--- src/rtl/mbus_regif_pkg.sv ---
package mbus_regif_pkg;
  localparam int DATA_W   = 8;
  localparam int ADDR_W   = 4;
  localparam int BM_BIT   = 3;
  localparam int FLAG_BIT = 6;
  localparam logic [DATA_W-1:0] CTRL_RST = '0;

  typedef logic [DATA_W-1:0] byte_t;
  typedef logic [ADDR_W-1:0] addr_t;

  typedef struct packed {
    logic ale;
    logic cs_n;
    logic rd_n;
    logic wr_n;
  } bus_ctl_t;
endpackage

--- src/rtl/mbus_regif_sync.sv ---
module mbus_regif_sync #(
  parameter int               WIDTH   = 4,
  parameter logic [WIDTH-1:0] RST_VAL = '1
) (
  input  logic             clk,
  input  logic             rst_n,
  input  logic [WIDTH-1:0] d,
  output logic [WIDTH-1:0] q,
  output logic [WIDTH-1:0] q_prev
);
  logic [WIDTH-1:0] stage1_q;
  logic [WIDTH-1:0] stage2_q;
  logic [WIDTH-1:0] prev_q;

  always_ff @(posedge clk or negedge rst_n) begin
    if (!rst_n) begin
      stage1_q <= RST_VAL;
      stage2_q <= RST_VAL;
      prev_q   <= RST_VAL;
    end else begin
      stage1_q <= d;
      stage2_q <= stage1_q;
      prev_q   <= stage2_q;
    end
  end

  assign q      = stage2_q;
  assign q_prev = prev_q;
endmodule

--- src/rtl/mbus_regif_addr_latch.sv ---
module mbus_regif_addr_latch
  import mbus_regif_pkg::*;
(
  input  logic  clk,
  input  logic  rst_n,
  input  logic  sep_mode,
  input  logic  ale_fall,
  input  byte_t ad_in,
  input  addr_t addr_in,
  output addr_t cur_addr,
  output logic  bm_flag
);
  addr_t addr_q, addr_d;
  logic  flag_q, flag_d;
  logic  capture_en;

  assign capture_en = ale_fall && !sep_mode;

  always_comb begin
    addr_d = addr_q;
    flag_d = flag_q;
    if (capture_en) begin
      addr_d = ad_in[ADDR_W-1:0];
      flag_d = ad_in[FLAG_BIT];
    end
  end

  always_ff @(posedge clk or negedge rst_n) begin
    if (!rst_n) begin
      addr_q <= '0;
      flag_q <= 1'b0;
    end else if (capture_en) begin
      addr_q <= addr_d;
      flag_q <= flag_d;
    end
  end

  assign cur_addr = sep_mode ? addr_in : addr_q;
  assign bm_flag  = flag_q && !sep_mode;
endmodule

--- src/rtl/mbus_regif_access.sv ---
module mbus_regif_access
  import mbus_regif_pkg::*;
#(
  parameter int NUM_REGS = 12
) (
  input  logic  clk,
  input  logic  rst_n,
  input  logic  wr_evt,
  input  logic  rd_evt,
  input  logic  bm_flag,
  input  addr_t cur_addr,
  input  byte_t ad_in,
  output byte_t ctrl,
  output logic  bm_active,
  output logic  reg_wr_en,
  output addr_t reg_wr_addr,
  output byte_t reg_wr_data,
  output logic  tx_push,
  output byte_t tx_data,
  output logic  rx_pop
);
  localparam int LAST_MAPPED = NUM_REGS - 1;

  byte_t ctrl_q, ctrl_d;
  logic  wen_q, wen_d, push_q, push_d, pop_q, pop_d;
  addr_t waddr_q, waddr_d;
  byte_t wdata_q, wdata_d;
  logic  mapped, is_ctrl;

  assign bm_active = bm_flag && ctrl_q[BM_BIT];
  assign mapped    = (int'(cur_addr) <= LAST_MAPPED);
  assign is_ctrl   = (cur_addr == '0);

  always_comb begin
    ctrl_d  = ctrl_q;
    wen_d   = 1'b0;
    push_d  = 1'b0;
    pop_d   = 1'b0;
    waddr_d = waddr_q;
    wdata_d = wdata_q;
    if (wr_evt) begin
      wdata_d = ad_in;
      if (bm_active) begin
        push_d = 1'b1;
      end else if (is_ctrl) begin
        ctrl_d = ad_in;
      end else if (mapped) begin
        wen_d   = 1'b1;
        waddr_d = cur_addr;
      end
    end else if (rd_evt && bm_active) begin
      pop_d = 1'b1;
    end
  end

  always_ff @(posedge clk or negedge rst_n) begin
    if (!rst_n) begin
      ctrl_q  <= CTRL_RST;
      wen_q   <= 1'b0;
      push_q  <= 1'b0;
      pop_q   <= 1'b0;
      waddr_q <= '0;
      wdata_q <= '0;
    end else begin
      ctrl_q  <= ctrl_d;
      wen_q   <= wen_d;
      push_q  <= push_d;
      pop_q   <= pop_d;
      waddr_q <= waddr_d;
      wdata_q <= wdata_d;
    end
  end

  assign ctrl        = ctrl_q;
  assign reg_wr_en   = wen_q;
  assign reg_wr_addr = waddr_q;
  assign reg_wr_data = wdata_q;
  assign tx_push     = push_q;
  assign tx_data     = wdata_q;
  assign rx_pop      = pop_q;
endmodule

--- src/rtl/mbus_regif.sv ---
module mbus_regif
  import mbus_regif_pkg::*;
#(
  parameter int NUM_REGS = 12
) (
  input  logic       clk,
  input  logic       rst_n,
  input  logic       sep_mode,
  input  logic       ale,
  input  logic       cs_n,
  input  logic       rd_n,
  input  logic       wr_n,
  input  logic [3:0] addr_in,
  input  logic [7:0] ad_in,
  output logic [7:0] ad_out,
  output logic       ad_oe,
  output logic       reg_wr_en,
  output logic [3:0] reg_wr_addr,
  output logic [7:0] reg_wr_data,
  output logic [3:0] reg_rd_addr,
  input  logic [7:0] reg_rd_data,
  output logic       tx_push,
  output logic [7:0] tx_data,
  output logic       rx_pop,
  input  logic [7:0] rx_data
);
  localparam int LAST_MAPPED = NUM_REGS - 1;

  logic     rst_meta_q, rst_core_q;
  bus_ctl_t pins, s_now, s_prev;
  logic     ale_fall, wr_evt, rd_evt;
  addr_t    cur_addr;
  logic     bm_flag, bm_active;
  byte_t    ctrl;
  byte_t    rd_mux;

  always_ff @(posedge clk or negedge rst_n) begin
    if (!rst_n) begin
      rst_meta_q <= 1'b0;
      rst_core_q <= 1'b0;
    end else begin
      rst_meta_q <= 1'b1;
      rst_core_q <= rst_meta_q;
    end
  end

  assign pins = '{ale: ale, cs_n: cs_n, rd_n: rd_n, wr_n: wr_n};

  mbus_regif_sync #(.WIDTH(4), .RST_VAL(4'b1111)) u_sync (
    .clk    (clk),
    .rst_n  (rst_core_q),
    .d      (pins),
    .q      (s_now),
    .q_prev (s_prev)
  );

  assign ale_fall = s_prev.ale && !s_now.ale;
  assign wr_evt   = !s_prev.wr_n && s_now.wr_n && !s_now.cs_n;
  assign rd_evt   = !s_prev.rd_n && s_now.rd_n && !s_now.cs_n;

  mbus_regif_addr_latch u_addr (
    .clk      (clk),
    .rst_n    (rst_core_q),
    .sep_mode (sep_mode),
    .ale_fall (ale_fall),
    .ad_in    (ad_in),
    .addr_in  (addr_in),
    .cur_addr (cur_addr),
    .bm_flag  (bm_flag)
  );

  mbus_regif_access #(.NUM_REGS(NUM_REGS)) u_access (
    .clk         (clk),
    .rst_n       (rst_core_q),
    .wr_evt      (wr_evt),
    .rd_evt      (rd_evt),
    .bm_flag     (bm_flag),
    .cur_addr    (cur_addr),
    .ad_in       (ad_in),
    .ctrl        (ctrl),
    .bm_active   (bm_active),
    .reg_wr_en   (reg_wr_en),
    .reg_wr_addr (reg_wr_addr),
    .reg_wr_data (reg_wr_data),
    .tx_push     (tx_push),
    .tx_data     (tx_data),
    .rx_pop      (rx_pop)
  );

  always_comb begin
    if (bm_active)                          rd_mux = rx_data;
    else if (cur_addr == '0)                rd_mux = ctrl;
    else if (int'(cur_addr) <= LAST_MAPPED) rd_mux = reg_rd_data;
    else                                    rd_mux = '0;
  end

  assign reg_rd_addr = cur_addr;
  assign ad_out      = rd_mux;
  assign ad_oe       = rst_n && !cs_n && !rd_n;
endmodule

--- config.mk ---
export PLATFORM = sky130hd
export DESIGN_NAME = mbus_regif
export DESIGN_NICKNAME = d
export VERILOG_FILES = /design/src/rtl/mbus_regif_pkg.sv /design/src/rtl/mbus_regif_sync.sv /design/src/rtl/mbus_regif_addr_latch.sv /design/src/rtl/mbus_regif_access.sv /design/src/rtl/mbus_regif.sv
export SDC_FILE = /design/constraint.sdc
export NUM_CORES = 1
export LEC_CHECK = 0
export BUFFER_PORTS_ARGS = -buffer_cell sky130_fd_sc_hd__buf_2
export CAP_MARGIN = 25
export CORE_MARGIN = 10
export CORE_UTILIZATION = 47
export DETAILED_ROUTE_END_ITERATION = 8
export PLACE_DENSITY = 0.78
export SETUP_SLACK_MARGIN = 0.5
export SLEW_MARGIN = 20
export SYNTH_ARGS = -nofsm -noshare
export SYNTH_HDL_FRONTEND = slang
export SYNTH_SLANG_ARGS = --single-unit
--- constraint.sdc ---
create_clock -name clk -period 2.7 [get_ports clk]
set_clock_uncertainty 0.15 [all_clocks]
set_input_delay 0.675 -clock clk [delete_from_list [all_inputs] [get_ports clk]]
set_output_delay 0.675 -clock clk [all_outputs]
set_load 0.1 [all_outputs]
==> impl_metrics.env <==
export IMPL_status="finished, violations left"
export IMPL_violations="negative setup slack"
export IMPL_yosysWarnings=0
export IMPL_rrSetupSlack_ns=0.47
export IMPL_cp_arrival_ns=2.27
export IMPL_slew_headroom=0.469
export IMPL_cp_start_kind="primary input"
export IMPL_reg2reg_depth=8
export IMPL_hold_path_class="in2async"
export IMPL_min_period_ns=3.10
export IMPL_synth_cells=118
export IMPL_viasPerCell=5.17
export IMPL_clk_latency_ns=0.29
export IMPL_synth_top_area_share=0.429
export IMPL_worstMarginPinSlew_ns=0.796
export IMPL_peakVddDrop_mv=0.520
export IMPL_synth_area_mm2=0.00175
export IMPL_drt_iter0_drc=108
export IMPL_p_per_area_mw_per_mm2=937
export IMPL_cp_end_kind="primary output"
export IMPL_rr_startpoint="u_addr.addr_q[2]"
export IMPL_antenna_found_initial=0
export IMPL_cts_root_buf="clkbuf_8"
export IMPL_setup_violations=10
export IMPL_drive_gt1_frac=0.769
export IMPL_rsz0062_at_grt="true"
export IMPL_required_ns=1.88
export IMPL_grt_pass1_vias=1494
export IMPL_vias=1364
export IMPL_syn_num_nets=153
export IMPL_tns_ns=-3.70
export IMPL_avgSynthCellArea_um2=14.8
export IMPL_hold_violations=0
export IMPL_cts_tree="yes"
export IMPL_fmax_mhz=323
export IMPL_yosys_top_cells_area="dfrtp_1 43%, dfstp_2 17%, mux2_2 10%, mux2_4 6.9%, a221o_1 4.6%"
export IMPL_wirelength_um=5610
export IMPL_io_buffers=70
export IMPL_start_util=0.481
export IMPL_crit_fanout=8
export IMPL_synth_cell_types=25
export IMPL_yosys_area_top_type="dfrtp_1"
export IMPL_place_hpwl_um=3550
export IMPL_post_drt_wl_per_cell_um=21.2
export IMPL_ys_seq_area_frac=0.594
export IMPL_maxCapViolCount=0
export IMPL_fp_dieH_um=81.0
export IMPL_syn_to_final_growth_pct=63.5
export IMPL_cts_sinks=41
export IMPL_cts_buffer_depth=2
export IMPL_die_area_mm2=0.00656
export IMPL_fp_row_count=22
export IMPL_cts_made_buffers=5
export IMPL_final_util=0.787
export IMPL_gp_congestion=0.757
export IMPL_hold_buffers=0
export IMPL_ant_nets=0
export IMPL_worst_slack_ns=-0.395
export IMPL_grt_usage=0.150
export IMPL_p_leak_nw=1.43
export IMPL_grt_max_degree=21
export IMPL_finalCritPeriodShare=1.15
export IMPL_io_pins=71
export IMPL_die_w_um=81.0
export IMPL_finalNetCount=250
export IMPL_grt_pass1_wl_um=7690
export IMPL_grt_overflow=0
export IMPL_report_final_slew_viol_count=0
export IMPL_clk_pin_slew_ns=0.07
export IMPL_top_layer="met4"
export IMPL_htreeDepth=2
export IMPL_worstSetupPathType="in2out"
export IMPL_core_mm2=0.00363
export IMPL_synth_seq_cells=41
export IMPL_drt_met1_wl_um=2180
export IMPL_r2r_end="u_access.ctrl[7]"
export IMPL_dr_wl_met2_um=3000
export IMPL_diodes=0
export IMPL_wl_met3_um=362
export IMPL_drc=0
export IMPL_drt_pre_antenna_iters=4
-- layout make-up --
cell class                 count  area, um^2
inverter                       2        17.5
multi-input combinational     62         758
clock buffer                   7        96.3
timing repair buffer         103         883
sequential                    41        1040
tap                           48        60.1
clock inverter                 1        5.00
fill                         210         773
-- through the flow --
step                cells  setup slack [ns]  power [W]  hold slack, ns  instance area, um^2
finish                264            -0.395    0.00268          0.0180                 2860
global route          264            -0.439    0.00277         0.00592                 2860
CTS                   255            -0.383    0.00259          0.0154                 2740
detailed placement    238            -0.477    0.00210           0.195                 2470
global placement      238            -0.423    0.00208           0.163                 2470
floorplan             118            -0.476    0.00185           0.181                 1890
-- worst max path at each step --
stage	start	endpoint	slack (ns)	cells past startpoint
after floorplan	sep_mode	ad_out[0]	-0.48	5
after global placement	sep_mode	ad_out[4]	-0.42	7
after detailed placement	sep_mode	ad_out[0]	-0.48	7
after CTS	sep_mode	ad_out[0]	-0.38	8
after global routing	sep_mode	ad_out[0]	-0.44	9
final	sep_mode	ad_out[0]	-0.40	9
-- cells by family (layout without fill, tap and decap cells) --
family,count (synthesis),after routing,share of synthesized area
mux,28,28,0.198
simple gates,21,21,0.0801
compound gates,12,12,0.0629
other cells,1,1,0.00214
flops,41,41,0.594
buf+inv,15,113,0.0622
-- routing by layer --
metal	global-route usage	vias to the layer above
met2	0.264	49
met1	0.173	694
met4	0.0415	0
met5	0	-
li1	-	613
met3	0.0453	8
-- state kept, by name, summed over array words and instances (netlist names) --
name                  cells
u_access.reg_wr_addr      4
u_sync.q_prev             3
u_sync.stage1_q           4
u_addr.flag_q             1
u_access.ctrl             8
u_sync.q                  4
u_access.tx_push          1
rst_core_q                1
u_addr.addr_q             4
u_access.rx_pop           1
rst_meta_q                1
u_access.reg_wr_data      8
u_access.reg_wr_en        1
-- synthesized netlist by cell type --
library cell / number
and3_1: 9
mux2_2: 16
a211oi_2: 1
o21ai_0: 2
nor4_4: 1
nand3b_1: 1
dfrtp_1: 30
clkbuf_1: 2
conb_1: 1
o211ai_1: 1
nand2_1: 2
mux2i_2: 1
dfstp_2: 11
inv_2: 2
mux2i_1: 1
a221o_1: 8
buf_6: 3
nor3_1: 1
mux2_1: 2
nor3b_1: 3
mux2_4: 8
nor2b_1: 1
nor2_1: 2
nor2_2: 1
buf_4: 8
-- power by group --
part	internal (W)	total, W	switching [W]
combinational	0.000450	0.00143	0.000978
clock	0.000231	0.000438	0.000207
sequential	0.000728	0.000812	0.0000845
total	0.00141	0.00268	0.00127
-- worst max-delay path, stage by stage --
cell and delay (ns):
buf_12 0.11, buf_6 0.11, mux2i_4 0.19, inv_4 0.10, nor4_4 0.04, buf_4 0.15
a211oi_4 0.44, a221o_4 0.28, buf_12 0.17
-- repair_timing --
item,in CTS,in global routing
gates resized for setup,24,18
gates cloned,0,1
setup buffers,9,8
setup endpoints to repair,22,23
pin swaps,11,2
-- layout by cell type (no fill, tap or decap), types with 7 or more instances in the layout --
cell / Yosys / routed
clkbuf_8: 0 / 7
mux2_4: 8 / 13
buf_12: 0 / 14
a221o_4: 0 / 8
dfrtp_1: 30 / 30
buf_6: 3 / 20
buf_4: 8 / 13
buf_2: 0 / 56
and3_1: 9 / 8
mux2_2: 16 / 13
dfstp_2: 11 / 11
(Power assumes the default switching activity.)
